**src/rtl/nv_bank_pkg.sv**
```systemverilog
package nv_bank_pkg;
  typedef enum logic [1:0] {
    OP_WR_DR   = 2'd0,
    OP_XFR_ONE = 2'd1,
    OP_XFR_ALL = 2'd2,
    OP_NONE    = 2'd3
  } nv_op_e;
endpackage

```
**src/rtl/nv_cmd_capture.sv**
```systemverilog
module nv_cmd_capture
  import nv_bank_pkg::*;
#(
  parameter int NUM_POTS = 4,
  parameter int DATA_W   = 6,
  parameter int PW       = 2,
  parameter int RW       = 2
) (
  input  logic                       clk_i,
  input  logic                       rst_ni,
  input  logic                       cmd_valid_i,
  input  nv_op_e                     cmd_op_i,
  input  logic [PW-1:0]              cmd_pot_i,
  input  logic [RW-1:0]              cmd_reg_i,
  input  logic [DATA_W-1:0]          cmd_data_i,
  input  logic [NUM_POTS*DATA_W-1:0] wcr_i,
  input  logic                       cs_rise_i,
  input  logic                       busy_i,
  output logic                       pend_o,
  output logic [NUM_POTS-1:0]        mask_o,
  output logic [RW-1:0]              reg_o,
  output logic [NUM_POTS*DATA_W-1:0] vec_o
);
  localparam logic [NUM_POTS-1:0] ONE_HOT0 = NUM_POTS'(1);

  logic accept;
  assign accept = cmd_valid_i && !busy_i && !cs_rise_i && (cmd_op_i != OP_NONE);

  always_ff @(posedge clk_i or negedge rst_ni) begin
    if (!rst_ni) begin
      pend_o <= 1'b0;
      mask_o <= '0;
      reg_o  <= '0;
      vec_o  <= '0;
    end else if (cs_rise_i) begin
      pend_o <= 1'b0;
    end else if (accept) begin
      pend_o <= 1'b1;
      reg_o  <= cmd_reg_i;
      unique case (cmd_op_i)
        OP_WR_DR: begin
          mask_o <= ONE_HOT0 << cmd_pot_i;
          vec_o  <= {NUM_POTS{cmd_data_i}};
        end
        OP_XFR_ONE: begin
          mask_o <= ONE_HOT0 << cmd_pot_i;
          vec_o  <= wcr_i;
        end
        default: begin
          mask_o <= '1;
          vec_o  <= wcr_i;
        end
      endcase
    end
  end
endmodule

```
**src/rtl/nv_busy_timer.sv**
```systemverilog
module nv_busy_timer #(
  parameter int BUSY_CYCLES = 500_000
) (
  input  logic clk_i,
  input  logic rst_ni,
  input  logic start_i,
  output logic busy_o
);
  localparam int CW = $clog2(BUSY_CYCLES + 1);
  localparam logic [CW-1:0] LOAD = CW'(BUSY_CYCLES - 1);

  logic [CW-1:0] cnt_q;

  always_ff @(posedge clk_i or negedge rst_ni) begin
    if (!rst_ni) begin
      busy_o <= 1'b0;
      cnt_q  <= '0;
    end else if (start_i) begin
      busy_o <= 1'b1;
      cnt_q  <= LOAD;
    end else if (busy_o) begin
      if (cnt_q == '0) busy_o <= 1'b0;
      else             cnt_q  <= cnt_q - 1'b1;
    end
  end
endmodule

```
**src/rtl/nv_reg_array.sv**
```systemverilog
module nv_reg_array #(
  parameter int              NUM_POTS = 4,
  parameter int              NUM_REGS = 4,
  parameter int              DATA_W   = 6,
  parameter int              RW       = 2,
  parameter logic [DATA_W-1:0] DR_INIT = '0
) (
  input  logic                                clk_i,
  input  logic                                rst_ni,
  input  logic                                commit_i,
  input  logic [NUM_POTS-1:0]                 mask_i,
  input  logic [RW-1:0]                       reg_i,
  input  logic [NUM_POTS*DATA_W-1:0]          vec_i,
  output logic [NUM_POTS*NUM_REGS*DATA_W-1:0] dr_o
);
  for (genvar p = 0; p < NUM_POTS; p++) begin : g_pot
    for (genvar r = 0; r < NUM_REGS; r++) begin : g_reg
      logic [DATA_W-1:0] q;
      always_ff @(posedge clk_i or negedge rst_ni) begin
        if (!rst_ni)
          q <= DR_INIT;
        else if (commit_i && mask_i[p] && (reg_i == RW'(r)))
          q <= vec_i[p*DATA_W +: DATA_W];
      end
      assign dr_o[(p*NUM_REGS+r)*DATA_W +: DATA_W] = q;
    end
  end
endmodule

```
**src/rtl/nv_bank_ctrl.sv**
```systemverilog
module nv_bank_ctrl
  import nv_bank_pkg::*;
#(
  parameter int                NUM_POTS    = 4,
  parameter int                NUM_REGS    = 4,
  parameter int                DATA_W      = 6,
  parameter int                BUSY_CYCLES = 500_000,
  parameter logic [DATA_W-1:0] DR_INIT     = '0,
  localparam int               PW          = (NUM_POTS > 1) ? $clog2(NUM_POTS) : 1,
  localparam int               RW          = (NUM_REGS > 1) ? $clog2(NUM_REGS) : 1
) (
  input  logic                       clk_i,
  input  logic                       rst_ni,
  input  logic                       cmd_valid_i,
  input  logic [1:0]                 cmd_op_i,
  input  logic [PW-1:0]              cmd_pot_i,
  input  logic [RW-1:0]              cmd_reg_i,
  input  logic [DATA_W-1:0]          cmd_data_i,
  input  logic [NUM_POTS*DATA_W-1:0] wcr_i,
  input  logic                       cs_rise_i,
  input  logic                       wp_ni,
  input  logic [PW-1:0]              rd_pot_i,
  input  logic [RW-1:0]              rd_reg_i,
  output logic [DATA_W-1:0]          rd_data_o,
  output logic [NUM_POTS*DATA_W-1:0] recall_o,
  output logic                       wip_o
);
  logic                                pend;
  logic [NUM_POTS-1:0]                 pend_mask;
  logic [RW-1:0]                       pend_reg;
  logic [NUM_POTS*DATA_W-1:0]          pend_vec;
  logic                                commit;
  logic [NUM_POTS*NUM_REGS*DATA_W-1:0] dr_flat;
  logic [DATA_W-1:0]                   dr_arr [NUM_POTS][NUM_REGS];

  nv_cmd_capture #(
    .NUM_POTS(NUM_POTS), .DATA_W(DATA_W), .PW(PW), .RW(RW)
  ) u_capture (
    .clk_i      (clk_i),
    .rst_ni     (rst_ni),
    .cmd_valid_i(cmd_valid_i),
    .cmd_op_i   (nv_op_e'(cmd_op_i)),
    .cmd_pot_i  (cmd_pot_i),
    .cmd_reg_i  (cmd_reg_i),
    .cmd_data_i (cmd_data_i),
    .wcr_i      (wcr_i),
    .cs_rise_i  (cs_rise_i),
    .busy_i     (wip_o),
    .pend_o     (pend),
    .mask_o     (pend_mask),
    .reg_o      (pend_reg),
    .vec_o      (pend_vec)
  );

  // store only at frame end, unprotected, and outside a busy window
  assign commit = cs_rise_i && pend && wp_ni && !wip_o;

  nv_busy_timer #(.BUSY_CYCLES(BUSY_CYCLES)) u_timer (
    .clk_i  (clk_i),
    .rst_ni (rst_ni),
    .start_i(commit),
    .busy_o (wip_o)
  );

  nv_reg_array #(
    .NUM_POTS(NUM_POTS), .NUM_REGS(NUM_REGS), .DATA_W(DATA_W),
    .RW(RW), .DR_INIT(DR_INIT)
  ) u_regs (
    .clk_i   (clk_i),
    .rst_ni  (rst_ni),
    .commit_i(commit),
    .mask_i  (pend_mask),
    .reg_i   (pend_reg),
    .vec_i   (pend_vec),
    .dr_o    (dr_flat)
  );

  for (genvar p = 0; p < NUM_POTS; p++) begin : g_view
    for (genvar r = 0; r < NUM_REGS; r++) begin : g_r
      assign dr_arr[p][r] = dr_flat[(p*NUM_REGS+r)*DATA_W +: DATA_W];
    end
    assign recall_o[p*DATA_W +: DATA_W] = dr_arr[p][0];
  end

  assign rd_data_o = dr_arr[rd_pot_i][rd_reg_i];
endmodule

```
**config.mk**
```make
export PLATFORM = sky130hd
export DESIGN_NAME = nv_bank_ctrl
export DESIGN_NICKNAME = d
export VERILOG_FILES = /design/src/rtl/nv_bank_pkg.sv /design/src/rtl/nv_cmd_capture.sv /design/src/rtl/nv_busy_timer.sv /design/src/rtl/nv_reg_array.sv /design/src/rtl/nv_bank_ctrl.sv
export SDC_FILE = /design/constraint.sdc
export NUM_CORES = 1
export LEC_CHECK = 0
export ABC_CLOCK_PERIOD_IN_PS = 3000
export BUFFER_PORTS_ARGS = -buffer_cell sky130_fd_sc_hd__buf_2
export CORE_ASPECT_RATIO = 1.5
export CORE_UTILIZATION = 40
export DETAILED_ROUTE_END_ITERATION = 10
export PLACE_DENSITY_LB_ADDON = 0.25
export REMOVE_ABC_BUFFERS = 1
export SLEW_MARGIN = 20
export SYNTH_ARGS = -nofsm -noshare
export SYNTH_HDL_FRONTEND = slang
export SYNTH_SLANG_ARGS = --single-unit
```
**constraint.sdc**
```tcl
create_clock -name clk_i -period 3 [get_ports clk_i]
set_input_delay 0.6 -clock clk_i [delete_from_list [all_inputs] [get_ports clk_i]]
set_output_delay 0.6 -clock clk_i [all_outputs]
set_load 0.01 [all_outputs]
```
Yosys cells after proc, flatten, opt, wreduce, memory -nomap -nowiden:

Index checks and enable logic that the tools add are counted.

* equality and inequality tests: 6
* bitwise gates (word level): 3
* mux-type cells: 16
* $add $sub $neg: 1
* shifts and indexed selects: 1
* reductions and logical operators: 36
* magnitude comparators: 2

Operator list (count)
* $mux W24: 3
* $mux W19: 3
* $bmux W24 S2: 1
* $logic_and A1 B1 Y1: 26
* $logic_not A19 Y1: 1
* $sub A19 B1 Y19 const B: 1
* $bmux W6 S2: 1
* $mux W6: 2
* $ge A3 B3 Y1 const B: 2
* $not A2 Y3: 2
* $mux W1: 5
* $eq A2 B1 Y1 const B: 2
* $eq A2 B2 Y1 const B: 2
* $logic_not A2 Y1: 2
* $mux W4: 1
* $reduce_and A2 Y1: 2
* $reduce_bool A2 Y1: 2
* $shl A1 B2 Y4 const A: 1
* $logic_not A1 Y1: 2
* $ne A2 B1 Y1 const B: 1
* $ne A2 B2 Y1 const B: 1
* $reduce_or A2 Y1: 1
* $not A1 Y1: 1

* output and inout bits: 31
* register bits: 147
* input bits: 45

Depth between registers and ports, before layout:

* depth in word-level cells: 7
* gate-level depth with buffers: 6

Cells and area by module:

Synthesis repeated with hierarchy kept, for this count alone.

* cell total of the unflattened synthesis: 521
* area, all modules: 7160.6 µm²

By module, submodules not included
* nv_reg_array: sequential area each 2402.3 µm², instances 1, area each 3724.8 µm², cells each 215
* nv_cmd_capture: sequential area each 775.7 µm², instances 1, area each 1470.2 µm², cells each 135
* nv_busy_timer: sequential area each 500.5 µm², instances 1, area each 1173.6 µm², cells each 117
* nv_bank_ctrl: sequential area each 0.0 µm², instances 1, area each 792.0 µm², cells each 54

Worst setup path before layout:

OpenSTA, ideal clock, no wires.

* path type: input -> output
* from: in rd_pot_i[0]
* to: out rd_data_o[0]
* data arrival time: 2102 ps
* stages on the path: 4
* path slack: 298 ps
* data required time: 2400 ps
* buffers on the path: 2
* path through: buf_2 -> buf_2 -> mux4_2 -> mux4_2

* cells in the longest elaborated chain, start to end: 7

RTL lines
* start: declaration: RTL line nv_bank_ctrl.sv:22 `input logic [PW-1:0] rd_pot_i,`
* $not A2 Y3 (not written as such): RTL line nv_bank_ctrl.sv:85 `assign rd_data_o = dr_arr[rd_pot_i][rd_reg_i];`
* $bmux W24 S2: RTL line nv_bank_ctrl.sv:85
* $mux W24 (not written as such) (2 in series): RTL line nv_bank_ctrl.sv:85
* $bmux W6 S2: RTL line nv_bank_ctrl.sv:85
* $mux W6 (not written as such) (2 in series): RTL line nv_bank_ctrl.sv:85
* end: declaration: RTL line nv_bank_ctrl.sv:24 `output logic [DATA_W-1:0] rd_data_o,`

Every way passes these cells. The select of a mux whose other input is x is not followed.

Worst setup path in the final report:

* from: in rd_pot_i[0]
* to: out rd_data_o[2]

Same word-level chain as after synthesis.

==> run_summary.xml <==
<?xml version="1.0" encoding="UTF-8"?>
<metrics>
  <group name="run_status">
    <metric name="run_status" unit="">completed</metric>
  </group>
  <group name="layout">
    <metric name="multi_input_gate_area_in_the_final_layout" unit="mm2">0.002899</metric>
    <metric name="final_cell_area" unit="mm2">0.008028</metric>
    <metric name="syn2layout_area_growth" unit="%">16.72</metric>
    <metric name="fillerInstances" unit="">1500</metric>
    <metric name="layout.area.seq" unit="mm2">0.003679</metric>
    <metric name="final_nets" unit="">638</metric>
    <metric name="drive_above_1_share" unit="">0.4264</metric>
    <metric name="insertedDiodeCount" unit="">0</metric>
    <metric name="final_cells" unit="">815</metric>
  </group>
  <group name="logic_synthesis">
    <metric name="post_synth_mux_area_share" unit="">0.2718</metric>
    <metric name="dominantRegCellSynth" unit="">dfrtp_1</metric>
    <metric name="synth_top_cells_by_area" unit="">dfrtp_1, mux2_2, mux4_2</metric>
    <metric name="synth_fa_ha_area_frac" unit="">0.001819</metric>
    <metric name="synth_cells" unit="">528</metric>
    <metric name="synth_compound_gate_area_share" unit="">0.06294</metric>
    <metric name="yosys.area.top_type" unit="">dfrtp_1</metric>
    <metric name="synth_seq_area_share" unit="">0.5348</metric>
    <metric name="post_synthesis_cell_area" unit="mm2">0.006878</metric>
    <metric name="main_combinational_cell_family_by_area_after_synthesis" unit="">multiplexers</metric>
    <metric name="syn-mean-instance-area" unit="um2">13.03</metric>
    <metric name="share_of_synthesized_cell_area_in_and_or_nand_and_nor_gates" unit="">0.08405</metric>
    <metric name="synth-warning-count" unit="">0</metric>
    <metric name="yosysMostFrequentCell" unit="">dfrtp_1</metric>
    <metric name="ys_seq_elements" unit="">147</metric>
    <metric name="synth.distinct_cells" unit="">43</metric>
    <metric name="synth.top_cells.by_count" unit="">dfrtp_1, mux2_2, a21oi_1</metric>
    <metric name="synth_enable_flop_cells" unit="">0</metric>
    <metric name="synth_xor_xnor_area_share" unit="">0</metric>
    <metric name="yosys.area.top_type_share" unit="">0.5348</metric>
    <metric name="synth_async_sr_flop_share" unit="">1.000</metric>
  </group>
  <group name="worst_setup_path">
    <metric name="reg2reg_to" unit="">u_regs.g_pot[3].g_reg[1].q[4]$_DFFE_PN0P_</metric>
    <metric name="reg2reg_slack" unit="ns">0.68</metric>
    <metric name="critical_path.n_buffers_inverters" unit="">3</metric>
    <metric name="slowest_stage" unit="">mux4_2</metric>
    <metric name="reg2reg_from" unit="">u_timer.busy_o$_DFF_PN0_</metric>
    <metric name="critPathRequiredTime" unit="ns">2.40</metric>
    <metric name="cp.depth" unit="">5</metric>
    <metric name="start_kind" unit="">primary input</metric>
    <metric name="ff2ff_path_depth" unit="">3</metric>
    <metric name="cp.arrival" unit="ns">2.15</metric>
    <metric name="critical_path.max_fanout" unit="">24</metric>
    <metric name="timing.critical_path.from" unit="">rd_pot_i[0]</metric>
    <metric name="crit_path_end" unit="">rd_data_o[2]</metric>
    <metric name="criticalPathCategory" unit="">primary input to output pin</metric>
    <metric name="crit_chain" unit="">buf_2 -&gt; buf_12 -&gt; mux4_2 -&gt; mux4_2 -&gt; buf_2</metric>
    <metric name="cp-end-kind" unit="">output pin</metric>
    <metric name="critical-path-max-stage-delay" unit="ns">0.53</metric>
    <metric name="worst_path_dominant_cell_family" unit="">multiplexers</metric>
  </group>
  <group name="grt">
    <metric name="antenna_found_initial" unit="">0</metric>
    <metric name="global_route.usage.total" unit="">0.2021</metric>
    <metric name="grt-ovfl-total" unit="">0</metric>
    <metric name="largest_net_degree_at_the_start_of_global_routing" unit="">85</metric>
    <metric name="grt_first_pass_wirelength" unit="um">25610</metric>
    <metric name="first_global_vias" unit="">4609</metric>
  </group>
  <group name="worst_hold_path">
    <metric name="worst_hold_path_type" unit="">primary input to asynchronous set/reset pin</metric>
  </group>
  <group name="sta">
    <metric name="final.setup.worst_slack" unit="ns">0.2540</metric>
    <metric name="final.setup.tns" unit="ns">0</metric>
    <metric name="finalMaxSlewViolations" unit="">0</metric>
    <metric name="final.setup_skew" unit="ns">0.008559</metric>
    <metric name="holdWs" unit="ns">0.2263</metric>
    <metric name="slew_limit_headroom" unit="">0.4549</metric>
    <metric name="period_minus_slack" unit="ns">2.746</metric>
    <metric name="report.final.hold_viol_count" unit="">0</metric>
    <metric name="tightest_slew" unit="ns">0.8176</metric>
    <metric name="maximum_operating_frequency" unit="MHz">364.2</metric>
    <metric name="rsz0062_at_grt" unit="">false</metric>
    <metric name="fin_crit_sh" unit="">0.9153</metric>
    <metric name="final-setup-viol-count" unit="">0</metric>
  </group>
  <group name="cts">
    <metric name="clk_latency" unit="ns">0.42</metric>
    <metric name="postCtsHoldBufs" unit="">0</metric>
    <metric name="clkTransAtPathRegs" unit="ns">0.06</metric>
    <metric name="numCtsBuffers" unit="">17</metric>
    <metric name="clock_sink_count" unit="">147</metric>
    <metric name="root_buffer" unit="">clkbuf_16</metric>
    <metric name="post-cts-setup-buffers" unit="">0</metric>
    <metric name="clock_tree_buf_depth" unit="">2</metric>
    <metric name="htree_num_levels" unit="">4</metric>
    <metric name="postCtsResizedCells" unit="">0</metric>
    <metric name="tritoncts_clock_tree" unit="">built</metric>
  </group>
  <group name="drt">
    <metric name="route.antenna.remaining_nets" unit="">0</metric>
    <metric name="post-route-drc-count" unit="">0</metric>
    <metric name="dr_vias_cell" unit="">5.530</metric>
    <metric name="drt_wl_total" unit="um">16640</metric>
    <metric name="dr.first_iter.drc_count" unit="">174</metric>
    <metric name="vias" unit="">4507</metric>
    <metric name="wl_per_cell" unit="um">20.42</metric>
    <metric name="detailedRoute.firstPassIterationCount" unit="">4</metric>
  </group>
  <group name="place">
    <metric name="final_weighted_congestion_in_routability_driven_placement" unit="">0.7987</metric>
    <metric name="dp.cells" unit="">783</metric>
    <metric name="postPlaceCellArea" unit="mm2">0.007406</metric>
    <metric name="count_of_input_and_output_buffers" unit="">75</metric>
    <metric name="dpl.hpwl" unit="um">11530</metric>
    <metric name="dp_slack" unit="ns">0.2430</metric>
  </group>
  <group name="power_and_ir_drop">
    <metric name="power_frac_clock" unit="">0.504</metric>
    <metric name="power-per-cell-area" unit="mW/mm2">554.4</metric>
    <metric name="ir_drop" unit="mV">0.3123</metric>
    <metric name="netSwitchingFraction" unit="">0.2352</metric>
    <metric name="seq_power_share" unit="">0.457</metric>
    <metric name="pwr-share-comb" unit="">0.038</metric>
    <metric name="p_int" unit="uW">3404</metric>
    <metric name="total_switching_power" unit="uW">1047</metric>
    <metric name="leakagePower" unit="uW">0.003857</metric>
  </group>
  <group name="floorplan">
    <metric name="fp.dieH" unit="um">162.6</metric>
    <metric name="initial_utilization" unit="">0.4103</metric>
    <metric name="die_width" unit="um">109.1</metric>
    <metric name="core-area" unit="mm2">0.01676</metric>
    <metric name="ioPinCount" unit="">76</metric>
    <metric name="floorplan.die_area" unit="mm2">0.01773</metric>
    <metric name="rows" unit="">58</metric>
  </group>
  <group name="flow_run">
    <metric name="cap_violations" unit="">0</metric>
  </group>
</metrics>
-- cells by family (layout without fill, tap and decap cells) --
kind of cell | Yosys count | after routing
AO/OA/AOI/OAI | 79 | 79
adder cells (fa/ha/maj) | 1 | 1
buffers and inverters | 55 | 132
flip-flops | 147 | 147
AND/OR/NAND/NOR | 109 | 109
multiplexers | 137 | 137
-- metrics by stage --
| step | total power [uW] | util |
|---|---|---|
| 6_report | 4451 | 0.4789 |
| 5_1_grt | 4592 | 0.4789 |
| 4_1_cts | 4495 | 0.4789 |
| 3_5_place_dp | 2246 | 0.4418 |
| 3_3_place_gp | 2238 | 0.4418 |
| 2_1_floorplan | 2122 | - |
-- registers in the layout, summed over array words and instances, names as in the netlist --
signal / flops
u_capture.mask_o: 4
u_capture.reg_o: 2
u_regs.g_pot.g.q: 96
u_timer.cnt_q: 19
u_capture.vec_o: 24
u_timer.busy_o: 1
u_capture.pend_o: 1
-- layout by cell type (no fill, tap or decap), types with 4 or more instances in the layout --
cell type / synthesis / layout
buf_2: 8 / 74
nor2_1: 44 / 44
buf_4: 24 / 11
nand4_1: 4 / 4
mux2_2: 98 / 98
inv_1: 11 / 11
mux2i_1: 9 / 9
or3_1: 4 / 4
a21oi_1: 61 / 61
clkbuf_16: 0 / 17
dfrtp_1: 147 / 147
o21ai_0: 5 / 5
nand2_1: 13 / 13
nand3_1: 17 / 17
mux4_2: 30 / 30
-- routing by layer --
metal  GRT usage  part of all wire  vias up  wire length (um)
li1            -                 -     2056                 -
met1      0.2435              0.42     2341              7010
met2      0.3422              0.52       85              8686
met3     0.04162             0.026       25               437
met4     0.09337             0.031        0               509
met5           0                 0        -                 0
-- final cells by class --
type	instances	share of cell area
clock buffer	17	0.05299
multi-input combinational	326	0.3611
inverter	11	0.005143
timing repair buffer	89	0.06531
clock inverter	15	0.02447
sequential	147	0.4582
tap	210	0.03273
-- worst min-delay path by stage --
stage	startpoint	endpoint	slack [ns]
after CTS	rst_ni	u_capture.pend_o$_DFFE_PN0P_	0.26
after detailed placement	u_regs.g_pot[2].g_reg[2].q[0]$_DFFE_PN0P_	u_regs.g_pot[2].g_reg[2].q[0]$_DFFE_PN0P_	0.49
after global placement	u_regs.g_pot[2].g_reg[2].q[3]$_DFFE_PN0P_	u_regs.g_pot[2].g_reg[2].q[3]$_DFFE_PN0P_	0.48
final	rst_ni	u_timer.cnt_q[2]$_DFFE_PN0P_	0.23
after floorplan	rst_ni	u_capture.mask_o[0]$_DFFE_PN0P_	0.30
after global routing	rst_ni	u_timer.cnt_q[2]$_DFFE_PN0P_	0.29
-- power by group through the flow --
stage / logic (uW) / registers (uW) / clock network, uW
6_report: 171 / 2030 / 2250
5_1_grt: 193 / 2040 / 2360
4_1_cts: 175 / 2030 / 2290
3_5_place_dp: 175 / 2070 / 0
3_3_place_gp: 168 / 2070 / 0
2_1_floorplan: 62.0 / 2060 / 0
No activity file was read; power rests on OpenSTA's default activity.
